## src/rtl/flash_rd_pkg.sv

```systemverilog
package flash_rd_pkg;
  localparam logic [7:0] M_READ   = 8'h00;
  localparam logic [7:0] M_ESETUP = 8'h80;
  localparam logic [7:0] M_IDENT  = 8'h90;
  localparam logic [7:0] M_PROG   = 8'hA0;
  localparam logic [7:0] M_CHIPER = 8'h10;
  localparam logic [7:0] M_SECTER = 8'h30;
  localparam logic [7:0] M_QUERY  = 8'h98;

  localparam int QTBL_DEPTH = 8'h4D;

  typedef enum logic [2:0] {
    MC_ARRAY,
    MC_IDENT,
    MC_STATUS,
    MC_QUERY,
    MC_UNKNOWN
  } mode_class_e;

  function automatic mode_class_e classify(input logic [7:0] m);
    case (m)
      M_READ, M_ESETUP:           classify = MC_ARRAY;
      M_IDENT:                    classify = MC_IDENT;
      M_PROG, M_CHIPER, M_SECTER: classify = MC_STATUS;
      M_QUERY:                    classify = MC_QUERY;
      default:                    classify = MC_UNKNOWN;
    endcase
  endfunction
endpackage

```

## src/rtl/flash_rd_index.sv

```systemverilog
module flash_rd_index (
  input  logic [7:0] off,
  input  logic [1:0] bus_sel,
  output logic [7:0] idx
);
  always_comb begin
    case (bus_sel)
      2'd1:    idx = {1'b0, off[7:1]};
      2'd2:    idx = {2'b00, off[7:2]};
      default: idx = off;
    endcase
  end
endmodule

```

## src/rtl/flash_rd_qtable.sv

```systemverilog
module flash_rd_qtable #(
  parameter int SECT_BYTES = 65536,
  parameter int NUM_SECT   = 64
) (
  input  logic [7:0] idx,
  output logic [7:0] byte_o
);
  import flash_rd_pkg::*;
  localparam int          CHIP_LOG2 = $clog2(SECT_BYTES * NUM_SECT);
  localparam logic [31:0] NBM1      = 32'(NUM_SECT - 1);
  localparam logic [31:0] SLEN      = 32'(SECT_BYTES);

  logic [7:0] raw;

  always_comb begin
    case (idx)
      8'h10: raw = 8'h51;
      8'h11: raw = 8'h52;
      8'h12: raw = 8'h59;
      8'h13: raw = 8'h02;
      8'h15: raw = 8'h40;
      8'h1B: raw = 8'h27;
      8'h1C: raw = 8'h36;
      8'h1F: raw = 8'h07;
      8'h21: raw = 8'h09;
      8'h22: raw = 8'h0C;
      8'h23: raw = 8'h01;
      8'h25: raw = 8'h0A;
      8'h26: raw = 8'h0D;
      8'h27: raw = 8'(CHIP_LOG2);
      8'h28: raw = 8'h02;
      8'h2C: raw = 8'h01;
      8'h2D: raw = NBM1[7:0];
      8'h2E: raw = NBM1[15:8];
      8'h2F: raw = SLEN[15:8];
      8'h30: raw = SLEN[23:16];
      8'h40: raw = 8'h50;
      8'h41: raw = 8'h52;
      8'h42: raw = 8'h49;
      8'h43: raw = 8'h31;
      8'h44: raw = 8'h30;
      default: raw = 8'h00;
    endcase
    byte_o = (idx < 8'(QTBL_DEPTH)) ? raw : 8'h00;
  end
endmodule

```

## src/rtl/flash_rd_status.sv

```systemverilog
module flash_rd_status #(
  parameter int CHIP_CYC = 250_000_000,
  parameter int SECT_CYC = 25_000_000
) (
  input  logic       clk,
  input  logic       rst,
  input  logic       stat_rd,
  input  logic       prog_evt,
  input  logic       prog_bit7,
  input  logic       erase_chip,
  input  logic       erase_sector,
  input  logic       bypass_i,
  output logic [7:0] status_o,
  output logic       tmr_fire,
  output logic       done_evt,
  output logic [2:0] done_cycle
);
  localparam int MAXC = (CHIP_CYC > SECT_CYC) ? CHIP_CYC : SECT_CYC;
  localparam int TW   = $clog2(MAXC + 1);

  logic          b7, b6, busy;
  logic [TW-1:0] cnt;
  logic          start;

  assign start    = erase_chip | erase_sector;
  assign tmr_fire = busy && (cnt == TW'(1)) && !start;
  assign status_o = {b7, b6, 6'b0};

  always_ff @(posedge clk) begin
    if (rst) begin
      b7         <= 1'b0;
      b6         <= 1'b0;
      busy       <= 1'b0;
      cnt        <= '0;
      done_evt   <= 1'b0;
      done_cycle <= 3'd0;
    end else begin
      done_evt <= 1'b0;
      if (stat_rd) b6 <= ~b6;
      if (start) begin
        b7   <= 1'b0;
        busy <= 1'b1;
        cnt  <= erase_chip ? TW'(CHIP_CYC) : TW'(SECT_CYC);
      end else begin
        if (prog_evt) b7 <= ~prog_bit7;
        if (busy) begin
          if (cnt == TW'(1)) begin
            busy       <= 1'b0;
            cnt        <= '0;
            done_evt   <= 1'b1;
            done_cycle <= bypass_i ? 3'd2 : 3'd0;
            if (!prog_evt) b7 <= ~b7;
          end else begin
            cnt <= cnt - TW'(1);
          end
        end
      end
    end
  end

  assert_bit6_flip_R5: assert property (@(posedge clk) disable iff (rst)
    stat_rd |=> status_o[6] != $past(status_o[6]));
  assert_bit6_hold_R5: assert property (@(posedge clk) disable iff (rst)
    !stat_rd |=> $stable(status_o[6]));
  assert_erase_clr_R7: assert property (@(posedge clk) disable iff (rst)
    start |=> !status_o[7]);
  assert_prog_bit7_R7: assert property (@(posedge clk) disable iff (rst)
    (prog_evt && !start) |=> status_o[7] == !$past(prog_bit7));
  assert_done_pulse_R8: assert property (@(posedge clk) disable iff (rst)
    done_evt |=> !done_evt);
endmodule

```

## src/rtl/flash_rd_lazy.sv

```systemverilog
module flash_rd_lazy #(
  parameter int LAZY_LIM = 42
) (
  input  logic clk,
  input  logic rst,
  input  logic rd_cnt_en,
  input  logic wr_idle,
  input  logic restore,
  output logic direct_map
);
  localparam int LW = $clog2(LAZY_LIM + 2);
  logic [LW-1:0] cnt;

  always_ff @(posedge clk) begin
    if (rst) begin
      direct_map <= 1'b1;
      cnt        <= '0;
    end else if (wr_idle) begin
      direct_map <= 1'b0;
      cnt        <= '0;
    end else if (restore) begin
      direct_map <= 1'b1;
    end else if (!direct_map && rd_cnt_en) begin
      if (cnt == LW'(LAZY_LIM)) direct_map <= 1'b1;
      cnt <= cnt + LW'(1);
    end
  end

  assert_wr_leave_R10: assert property (@(posedge clk) disable iff (rst)
    wr_idle |=> !direct_map);
  assert_restore_R9: assert property (@(posedge clk) disable iff (rst)
    (restore && !wr_idle) |=> direct_map);
endmodule

```

## src/rtl/flash_read_mux.sv

```systemverilog
module flash_read_mux #(
  parameter int          DW         = 32,
  parameter logic [15:0] ID0        = 16'h0001,
  parameter logic [15:0] ID1        = 16'h227E,
  parameter logic [15:0] ID2        = 16'h2210,
  parameter logic [15:0] ID3        = 16'hFFFF,
  parameter int          SECT_BYTES = 65536,
  parameter int          NUM_SECT   = 64,
  parameter int          CHIP_CYC   = 250_000_000,
  parameter int          SECT_CYC   = 25_000_000,
  parameter int          LAZY_LIM   = 42
) (
  input  logic          clk,
  input  logic          rst,
  input  logic          rd_en,
  input  logic [7:0]    rd_off,
  input  logic [1:0]    bus_sel,
  input  logic [7:0]    mode_i,
  input  logic [2:0]    cycle_i,
  input  logic          bypass_i,
  input  logic [DW-1:0] arr_data,
  input  logic          wr_idle,
  input  logic          prog_evt,
  input  logic          prog_bit7,
  input  logic          erase_chip,
  input  logic          erase_sector,
  output logic [DW-1:0] rd_data,
  output logic          rd_valid,
  output logic [7:0]    status_o,
  output logic          direct_map,
  output logic          done_evt,
  output logic [2:0]    done_cycle,
  output logic          mode_reset
);
  import flash_rd_pkg::*;

  logic [7:0]    idx;
  logic [7:0]    tbl_byte;
  logic          tmr_fire;
  logic          stat_rd;
  mode_class_e   cls;
  logic [DW-1:0] nxt;

  flash_rd_index u_index (.off(rd_off), .bus_sel(bus_sel), .idx(idx));

  flash_rd_qtable #(.SECT_BYTES(SECT_BYTES), .NUM_SECT(NUM_SECT)) u_qtable (
    .idx(idx), .byte_o(tbl_byte));

  assign cls     = classify(mode_i);
  assign stat_rd = rd_en && (cls == MC_STATUS);

  flash_rd_status #(.CHIP_CYC(CHIP_CYC), .SECT_CYC(SECT_CYC)) u_status (
    .clk(clk), .rst(rst), .stat_rd(stat_rd), .prog_evt(prog_evt),
    .prog_bit7(prog_bit7), .erase_chip(erase_chip),
    .erase_sector(erase_sector), .bypass_i(bypass_i), .status_o(status_o),
    .tmr_fire(tmr_fire), .done_evt(done_evt), .done_cycle(done_cycle));

  flash_rd_lazy #(.LAZY_LIM(LAZY_LIM)) u_lazy (
    .clk(clk), .rst(rst), .rd_cnt_en(rd_en && (cycle_i == 3'd0)),
    .wr_idle(wr_idle), .restore(tmr_fire && !bypass_i),
    .direct_map(direct_map));

  always_comb begin
    nxt = '0;
    case (cls)
      MC_IDENT: begin
        case (idx)
          8'h00: nxt[15:0] = ID0;
          8'h01: nxt[15:0] = ID1;
          8'h02: nxt = '0;
          8'h0E: if (ID2[7:0] == 8'hFF) nxt = arr_data; else nxt[15:0] = ID2;
          8'h0F: if (ID3[7:0] == 8'hFF) nxt = arr_data; else nxt[15:0] = ID3;
          default: nxt = arr_data;
        endcase
      end
      MC_STATUS: nxt[7:0] = status_o;
      MC_QUERY:  nxt[7:0] = tbl_byte;
      default:   nxt = arr_data;
    endcase
  end

  always_ff @(posedge clk) begin
    if (rst) begin
      rd_data    <= '0;
      rd_valid   <= 1'b0;
      mode_reset <= 1'b0;
    end else begin
      rd_valid   <= rd_en;
      mode_reset <= rd_en && (cls == MC_UNKNOWN);
      if (rd_en) rd_data <= nxt;
    end
  end

  assert_latency_R13: assert property (@(posedge clk) disable iff (rst)
    rd_en |=> rd_valid);
  assert_idle_R13: assert property (@(posedge clk) disable iff (rst)
    !rd_en |=> !rd_valid);
  assert_unknown_R11: assert property (@(posedge clk) disable iff (rst)
    (rd_en && cls == MC_UNKNOWN) |=> (mode_reset && rd_data == $past(arr_data)));
endmodule

```

## config.mk

```make
export PLATFORM = sky130hd
export DESIGN_NAME = flash_read_mux
export DESIGN_NICKNAME = d
export VERILOG_FILES = /design/src/rtl/flash_rd_pkg.sv /design/src/rtl/flash_rd_index.sv /design/src/rtl/flash_rd_qtable.sv /design/src/rtl/flash_rd_status.sv /design/src/rtl/flash_rd_lazy.sv /design/src/rtl/flash_read_mux.sv
export SDC_FILE = /design/constraint.sdc
export NUM_CORES = 1
export LEC_CHECK = 0
export BUFFER_PORTS_ARGS = -buffer_cell sky130_fd_sc_hd__buf_4
export CAP_MARGIN = 20
export CORE_UTILIZATION = 48
export DETAILED_ROUTE_END_ITERATION = 10
export PLACE_DENSITY = 0.76
export SYNTH_ARGS = -nofsm -noshare
export SYNTH_HDL_FRONTEND = slang
export SYNTH_SLANG_ARGS = --single-unit
```

## constraint.sdc

```tcl
create_clock -name clk -period 2.4 [get_ports clk]
set_input_delay 0 -clock clk [delete_from_list [all_inputs] [get_ports clk]]
set_output_delay 0 -clock clk [all_outputs]
set_load 0.02 [all_outputs]
```

==> results.md, run 1 <==
* Worst-Skew Late Latency at approximately 350 ps
* Seq cells post-synth at 74
* Placer Congestion at 0.939
* WP buf/inv at 2
* Leak at roughly 2.6 nW
* Post-DRT Antenna Nets at 0
* Port Buf Inserts at 100
* Min-Delay Path Class: input port to flop
* Remaining global-route overflow at 0
* Rows at 34
* Die area at ~9300 µm²
* Initial Util at 0.493
* Global-route usage over all layers at 0.295
* Synth top area cells: dfxtp_1, a21oi_1, nor2_1, a22o_1, nor3_1
* Critical path, cell by cell: or4_4 > or4_4 > nor3_4 > buf_4 > nand2b_4 > buf_12 > nor3_1 > o21ai_0 > a21oi_1
* Max Cap Viol at 0
* Slowest-stage cell, CP: or4_4
* Post-synth top cells: dfxtp_1, nor2_1, a21oi_1
* Detail-routed via count per cell at between 5 and 6
* Register area at roughly 1500 µm²
* Worst Setup Start Kind: flop
* Post-synthesis async set-or-reset flop share at 0
* Placed wire-length estimate at approximately 9 mm
* P per Cell Area at 543 nW/µm²
* Maximum VDD drop at 0.000267 V
* Slew @ Worst Pin at about 840 ps
* RSZ-0062 raised after global routing: true
* Die Ht at 96.4 µm
* DIE WIDTH at a little under 100 µm
* Finished Core Util at 0.721
* Via Count at around 5000
* Synth Flop Type: dfxtp_1
* Cell class contributing the biggest share of worst-path delay: simple AND/OR/NAND/NOR gates
* Global-route met1 utilization at 0.352
* Worst path max stage delay at roughly 560 ps
* Most area-hungry cell type in the Yosys netlist: dfxtp_1
* Sequential share of the synthesized area at 0.346
* Met3 Track Usage GR at 0.0563
* Antenna violations before repair at 0
* Compound-Gate Fraction of Synth Area at 0.278
* # fillers at between 600 and 700
* Root Driver: clkbuf_8
* Status: complete, but fails checks
* Synthesis Warnings at 0
* Worst Skew at between 10 and 15 ps
* Top-count cell post-synth: dfxtp_1
* Final wirelength at between 10 and 15 mm
* Pin count of the biggest net entering global routing at 48
* Cell mode on critical path: or4_4
* Post-Synthesis Cells at approximately 560
* Final setup violation count at 26
* Area of the multi-input gates at roughly 2700 µm²
* Global-route wire length before repair at approximately 21 mm
* Tcrit/Tclk final at 1.06
* CTS Buffer Depth at 2
* Net Sw Power at ~1.1 mW
* Post-Syn Area at ~4300 µm²
* Average size of a mapped cell at a little under 8 µm²
* Critical Path Sink Type: flop
* Core area at just under 9000 µm²
* Drt initial violations at approximately 390
* Logic pwr share at 0.273
* Total power at around 3.4 mW
* Max-slew violation count at 0
* Final Hold Vio Count at 0
* Synth top area share at 0.346
* CTS tree: built
* Internal Power at 2.35 mW
* Final worst slack at -153 ps
* CP Class: flop to flop
* WP data required at 2610 ps
* Slew HR at 0.435
* Fraction of layout cells with a size suffix above 1 at 0.299
* Critical Path AT at between 2000 and 3000 ps
* Layout area overhead at 46.1%
* Min Tclk post-route at about 2600 ps
* Number of synthesized flops with an enable pin at 0
* Simple-Gate Fraction of Synth Area at 0.269
* Failing checks: negative setup slack
* Main combinational cell family by area after synthesis: compound AO/OA/AOI/OAI gates
* Reg clk slew, reported paths at roughly 80 ps
* Total CTS buffers at 9
* Vias in the first global route at ~4400
* Nets at 795
* Critical-path maximum fanout at 8
* Clk sink count at 74
* Antenna Cells at 0
* Clock power share at 0.330
* Detailed Routing Iterations Pass 1 at 6
* Sequential power share at 0.397
* Sw Share at 0.309
* Synth Area in XOR/XNOR at 0.0164
* Pre-CTS setup slack at -105 ps
* Mux cell area share after synthesis at 0.00964
* Adder-Cell Fraction of Synth Area at 0.0175
* Busiest metal layer after global routing: met2
* H-tree depth at 3
* M2 GR Usage at 0.518
* Ports at between 100 and 150
* FMAX at 392 MHz
* Residual DRC at 0
* Post-synth cell types at 64
* Routed len/inst at between 15 and 20 µm
metrics by stage:
step,instance area (µm²),hold slack (ps),setup TNS [ps],cells
floorplan,4330,94.8,-23.7,563
global placement,5460,188,-166,784
detailed placement,5460,193,-2760,784
CTS,6080,0.358,-38.7,837
global route,6250,17.0,-4980,840
finish,6250,19.9,-1360,840
placed cells by master, fill, tap and decap left out, drive strengths merged, types with 3 or more instances in the layout:
cell type,instances
nand3,15
nor4,12
xor2,4
nor2,61
a211oi,6
dlygate4sd3,36
nand2,38
nor2b,9
or2,9
buf,160
o211ai,5
mux2i,3
clkbuf,13
or3,9
o31ai,5
and3,4
xnor2,4
o21ai,48
inv,10
dfxtp,74
and2,3
nor3b,4
a221oi,13
nand4,5
or4,4
a31oi,5
nand2b,16
a21oi,53
conb,8
ha,6
o22ai,3
a22o,23
nor3,34
logic make-up after synthesis:
kind of cell / count (synthesis)
AND/OR/NAND/NOR: 228
AO/OA/AOI/OAI: 181
buffers and inverters: 54
other: 1
multiplexers: 4
adder cells (fa/ha/maj): 6
flip-flops: 74
XOR/XNOR: 8
registers in the layout (all words and copies together), names as in the netlist:
signal	count
mode_reset	1
rd_data	32
rd_valid	1
u_lazy.cnt	6
u_lazy.direct_map	1
u_status.b6	1
u_status.b7	1
u_status.busy	1
u_status.cnt	28
u_status.done_cycle	1
u_status.done_evt	1
power groups by stage:
stage | logic, mW | registers, mW | clock network [mW]
global placement | 0.809 | 1.37 | 0
CTS | 0.878 | 1.34 | 1.12
global route | 1.00 | 1.35 | 1.18
floorplan | 0.436 | 1.40 | 0
finish | 0.927 | 1.35 | 1.12
detailed placement | 0.822 | 1.37 | 0
final timing paths:
kind / startpoint / end / slack, ps / cells after the start
setup / recovery: u_status.cnt[10] / u_status.cnt[17] / -150 / 9
hold / removal: arr_data[5] / rd_data[5] / 20 / 3
setup reg to reg: u_status.cnt[10] / u_status.cnt[17] / -150 / 9
hold reg to reg: u_status.cnt[9] / u_status.cnt[9] / 460 / 2
worst min-delay path, delay by kind of cell:
kind,cells,cell delay (ps)
buffers and inverters,1,110
AO/OA/AOI/OAI,2,210
timing repair:
action	CTS	global route
setup endpoints to repair	20	34
buffers inserted	1	1
pin swaps	7	24
resized for setup	11	30
endpoints found under the hold margin	41	0
hold buffers	36	0
cloned	0	2
routing by layer:
metal	wire (µm)	vias up
met2	7330	239
met3	958	47
met1	5920	2337
met4	464	0
met5	0	-
li1	-	2378
final cells by class:
cell class | instances | share of cell area
inverters | 9 | 0.00540
flip-flops and latches | 74 | 0.237
repair buffers | 198 | 0.265
multi-input cells | 435 | 0.434
clock inverters | 5 | 0.0136
well taps | 108 | 0.0216
clock buffers | 11 | 0.0226
Note: power is estimated with default switching activity, not from simulation.
==> run 2, diff against run 1 <==
Settings changed: CORE_ASPECT_RATIO set to 0.6.
==> run 2 against run 1 <==
- the run still ends with negative setup slack left
- combinational power increased by 6.1%
- register-to-register slack improved by 20 ps
- clock-buffer cell count decreased by 2
- largest cell class unchanged
- die area increased by 0.13%
- cell count increased by 2.3%
==> results.md, run 2 (synthesis results as in run 1) <==
* Max-slew violation count at 0
* Fraction of layout cells with a size suffix above 1 at 0.323
* Placed wire-length estimate at ~10 mm
* Worst Setup Start Kind: flop
* Maximum VDD drop at 0.000432 V
* Tcrit/Tclk final at 1.05
* WP data required at between 2000 and 3000 ps
* Routed len/inst at 17.6 µm
* Leak at 2.77 nW
* RR Endpoint: u_status.cnt[24]
* Post-DRT Antenna Nets at 0
* FF-to-FF setup slack at -130 ps
* Min-Delay Path Class: input port to flop
* Die area at between 9000 and 10000 µm²
* Nets at 810
* Hold_sp: rd_en
* Largest register by flop count: rd_data
* Antenna violations before repair at 0
* Global-route usage over all layers at 0.309
* P per Cell Area at roughly 580 nW/µm²
* Reg2reg path depth at 9
* Vias in the first global route at roughly 4300
* Min Tclk post-route at 2530 ps
* Ports at between 100 and 150
* Final Hold Vio Count at 0
* Most frequent cells in the layout: buf_4, dfxtp_1, nor2_1, a21oi_1, nand2_1
* Total CTS buffers at 9
* Most common cell after layout, fill and taps aside: buf_4
* Layout area overhead at 50.8%
* Crit. Startpoint: u_status.cnt[10]
* Max Cap Viol at 0
* Slew @ Worst Pin at between 700 and 800 ps
* RSZ-0062 raised after global routing: true
* Worst-Skew Late Latency at ~340 ps
* Status: complete, but fails checks
* Final worst slack at -130 ps
* Final setup violation count at 28
* Root Driver: clkbuf_16
* H-tree depth at 3
* Die Ht at roughly 75 µm
* Port Buf Inserts at 100
* Worst Skew at 8.92 ps
* Initial Util at 0.499
* Remaining global-route overflow at 0
* Largest regs: rd_data x32, u_status.cnt x28, u_lazy.cnt x6
* CTS Buffer Depth at 2
* Reg clk slew, reported paths at 70 ps
* Final wirelength at 15.1 mm
* Cell count after placement at between 800 and 900
* Placer Congestion at a little under 1
* Clk sink count at 74
* Critical Path Sink Type: flop
* Global-route wire length before repair at 21.8 mm
* Failing checks: negative setup slack
* DIE WIDTH at 124 µm
* Pre-CTS setup slack at -180 ps
* FMAX at a little under 400 MHz
* Critical Path AT at between 2000 and 3000 ps
* Rows at 26
* Drt initial violations at between 400 and 500
* Detail-routed via count per cell at 5.83
* Slew HR at 0.491
* Critical-path maximum fanout at 4
* Detailed Routing Iterations Pass 1 at 7
* Largest register FFs at 32
* Fin cells at 859
* Crit path to: u_status.cnt[24]
* Core area at roughly 8600 µm²
* CTS tree: built
* Worst r2r src: u_status.cnt[10]
* Antenna Cells at 0
* Via Count at roughly 5000
* CP Class: flop to flop
* Pin count of the biggest net entering global routing at 48
* Residual DRC at 0
-- run 2: area by class of cell --
type | count | area, µm²
Multi-Input combinational cell | 435 | 2710
Fill cell | 629 | 2130
Timing Repair Buffer | 213 | 1780
Sequential cell | 74 | 1480
Clock buffer | 9 | 225
Tap cell | 112 | 140
Clock inverter | 7 | 85.1
Inverter | 9 | 33.8
-- run 2: metal layers --
| layer | track usage | wire length [µm] | part of all wire |
|---|---|---|---|
| met1 | 0.437 | 6990 | 0.46 |
| met2 | 0.459 | 6290 | 0.42 |
| met3 | 0.0955 | 1540 | 0.10 |
| met4 | 0.0701 | 280 | 0.019 |
| met5 | 0 | 0 | 0 |
-- run 2: what timing repair did --
item                       CTS  global route
hold buffers                32             0
setup buffers                4             2
cloned                       0             3
gates resized for setup     12            27
pin swaps                    9            21
hold endpoints to repair    32             0
setup endpoints to repair   27            38
-- run 2: metrics by stage --
step / hold slack, ps / cell area [µm²] / utilization / power, mW / setup TNS (ps)
after CTS: 0.728 / 6270 / 0.730 / 3.70 / -652
after floorplan: 94.8 / 4330 / - / 1.84 / -23.7
after global routing: 19.9 / 6450 / 0.752 / 3.90 / -5670
final: 15.5 / 6450 / 0.752 / 3.75 / -1710
after detailed placement: 201 / 5570 / 0.648 / 2.24 / -5440
after global placement: 189 / 5570 / 0.648 / 2.23 / -3720
-- run 2: where the power goes --
group | total, mW | leakage (nW) | switching, mW | internal, mW
Sequential | 1.35 | 0.611 | 0.0552 | 1.29
Clock | 1.41 | 0.146 | 0.585 | 0.827
Combinational | 0.984 | 2.01 | 0.520 | 0.464
Total | 3.75 | 2.77 | 1.16 | 2.59
-- run 2: how the worst min path moves through the flow --
stage / cells after the start / slack [ps] / to
after CTS: 2 / 0.7 / rd_data[7]
after floorplan: 1 / 90 / u_status.b7
after global routing: 2 / 20 / rd_data[7]
after detailed placement: 2 / 200 / u_status.b7
final: 2 / 20 / rd_data[7]
after global placement: 2 / 190 / u_status.b7
-- run 2: critical path: stages (launching register included) --
cell and delay, ps:
dfxtp_2 320, or4_4 530, or4_4 540, nand2b_1 200, buf_4 160, nor2_1 160, nand3_1 140, nor3_1 200
a21oi_1 60, a21oi_1 160
==> run 3, diff against run 2 <==
Clock period 2.4 ns to 2.2 ns, I/O delays scaled along.
==> run 3 against run 2 <==
- the run still ends with negative setup slack left
- critical path type unchanged
- global-route usage rose by 1.6 points
- largest power group unchanged
- register-to-register slack got worse by 130 ps
- combinational power increased by 17%
- cell count up 0.70%
- core utilization rose by 3.0 points
==> results.md, run 3 (synthesis results as in run 1) <==
* Routed len/inst at approximately 18 µm
* Rows at 26
* Leak at ~2.9 nW
* Final setup violation count at 37
* Finished Core Util at 0.781
* Critical path, cell by cell: or4_4 > or4_4 > buf_6 > nor2_4 > nand2_4 > nor3_2 > o21ai_1 > a221oi_2 > nor2_1
* DR WL met3 at about 1.7 mm
* Metal2 WL at roughly 6.7 mm
* Slowest-stage cell, CP: or4_4
* Dpl cell area at 5710 µm²
* Clk sink count at 74
* Worst-Skew Late Latency at roughly 350 ps
* Placer Congestion at 1.03
* Antenna Cells at 0
* Pin count of the biggest net entering global routing at 48
* Via Count at 5119
* P per Cell Area at 626 nW/µm²
* Min Tclk post-route at approximately 2500 ps
* Largest register by flop count: rd_data
* Placed wire-length estimate at 10.1 mm
* Post-DRT Antenna Nets at 0
* Post-route cell area at around 6700 µm²
* Most common cell after layout, fill and taps aside: buf_4
* # fillers at ~580
* Detailed Routing Iterations Pass 1 at 5
* Critical Path Sink Type: flop
* Worst Setup Start Kind: flop
* H-tree depth at 3
* Vias in the first global route at 4623
* Worst r2r src: u_status.cnt[4]
* Total CTS buffers at 9
* Global-route usage over all layers at 0.325
* Global-route wire length before repair at 22.8 mm
* Tcrit/Tclk final at 1.12
* Nets at roughly 820
* Final worst slack at -264 ps
* FMAX at a little over 400 MHz
* Worst path max stage delay at roughly 540 ps
* DIE WIDTH at between 100 and 150 µm
* Max-slew violation count at 0
* Largest register FFs at 32
* WP buf/inv at 1
* Failing checks: negative setup slack
* Layout area overhead at 56.7%
* Crit. Startpoint: u_status.cnt[4]
* Residual DRC at 0
* Status: complete, but fails checks
* Remaining global-route overflow at 0
* Final Hold Vio Count at 0
* Critical Path Stages at 9
* Largest regs: rd_data x32, u_status.cnt x28, u_lazy.cnt x6
* Critical-path maximum fanout at 4
* Met1 Routed Length at ~6.8 mm
* Reg clk slew, reported paths at approximately 60 ps
* Min-Delay Path Class: input port to flop
* CTS tree: built
* Final wirelength at around 15 mm
* Setup TNS at -6960 ps
* Cell class contributing the biggest share of worst-path delay: simple AND/OR/NAND/NOR gates
* Reg2reg path depth at 9
* Maximum VDD drop at roughly 0.00043 V
* Critical Path AT at approximately 2700 ps
* Die area at roughly 9300 µm²
* Highest metal used: met4
* Initial Util at 0.499
* Drt initial violations at 452
* RSZ-0062 raised after global routing: true
* Cell mode on critical path: or4_4
* Core area at approximately 8600 µm²
* Cell count after placement at just over 800
* Detail-routed via count per cell at 5.92
* Worst Skew at around 11 ps
* RR Endpoint: u_status.cnt[21]
* Crit path to: u_status.cnt[21]
* Die Ht at about 75 µm
* Fraction of layout cells with a size suffix above 1 at 0.357
* Port Buf Inserts at 100
* Max Cap Viol at 0
* Ports at ~110
* Fin cells at slightly below 900
* CP Class: flop to flop
* Slew @ Worst Pin at 779 ps
* Most frequent cells in the layout: buf_4, dfxtp_1, nor2_1, a21oi_1, nand2_1
* FF-to-FF setup slack at -260 ps
* WP data required at 2420 ps
* CTS Buffer Depth at 2
* Antenna violations before repair at 0
* Root Driver: clkbuf_16
* Slew HR at 0.479
## run 3: cell count changes in the layout (fill, tap and decap cells not counted), moves of 4 or more
cell	before	now
nor2_4	0	4
buf_6	2	7
o21ai_1	28	33
nor2_1	59	52
## run 3: stage by stage
| stage | hold slack, ps | total power, mW | setup slack (ps) |
|---|---|---|---|
| after detailed placement | 209 | 2.49 | -382 |
| after floorplan | 94.8 | 2.04 | -222 |
| after CTS | 14.6 | 4.12 | -223 |
| after global routing | 35.5 | 4.36 | -371 |
| after global placement | 200 | 2.48 | -230 |
| final | 20.2 | 4.20 | -264 |
## run 3: final cells by class
cell class	count	area, µm²	area share
Multi-Input combinational cell	435	2920	0.435
Clock buffer	10	239	0.0356
Sequential cell	74	1480	0.221
Inverter	9	33.8	0.00503
Tap cell	112	140	0.0209
Timing Repair Buffer	219	1820	0.272
Clock inverter	6	72.6	0.0108
## run 3: timing repair
item	in CTS	in global routing
cloned	0	1
resized for setup	25	49
endpoints found under the setup margin	38	67
pin swaps	15	14
buffers inserted	1	2
endpoints found under the hold margin	40	0
hold buffers	34	0
## run 3: worst min path at each step
stage,cells after the start,startpoint,slack (ps),endpoint
after floorplan,1,prog_bit7,90,u_status.b7
after global placement,2,prog_bit7,200,u_status.b7
after detailed placement,2,prog_bit7,210,u_status.b7
after CTS,3,arr_data[5],10,rd_data[5]
after global routing,3,arr_data[5],40,rd_data[5]
final,3,arr_data[5],20,rd_data[5]
## run 3: where the power goes
group | leakage [nW] | internal (mW) | switching, mW | total, mW
Clock | 0.150 | 0.922 | 0.652 | 1.57
Sequential | 0.610 | 1.41 | 0.0601 | 1.47
Combinational | 2.10 | 0.549 | 0.606 | 1.15
## run 3: per-layer routing
metal  up-vias  track usage
met2       270        0.509
met1      2397        0.435
li1       2430            -
met4         0       0.0807
met5         -            0
met3        22        0.104
## run 3: worst reg2reg max path, stage by stage (launching register included)
cell,delay (ps)
dfxtp_2,320
or4_4,540
or4_4,530
buf_6,150
nor2_4,100
nand2_4,110
nor3_2,180
o21ai_1,90
a221oi_2,260
nor2_1,60
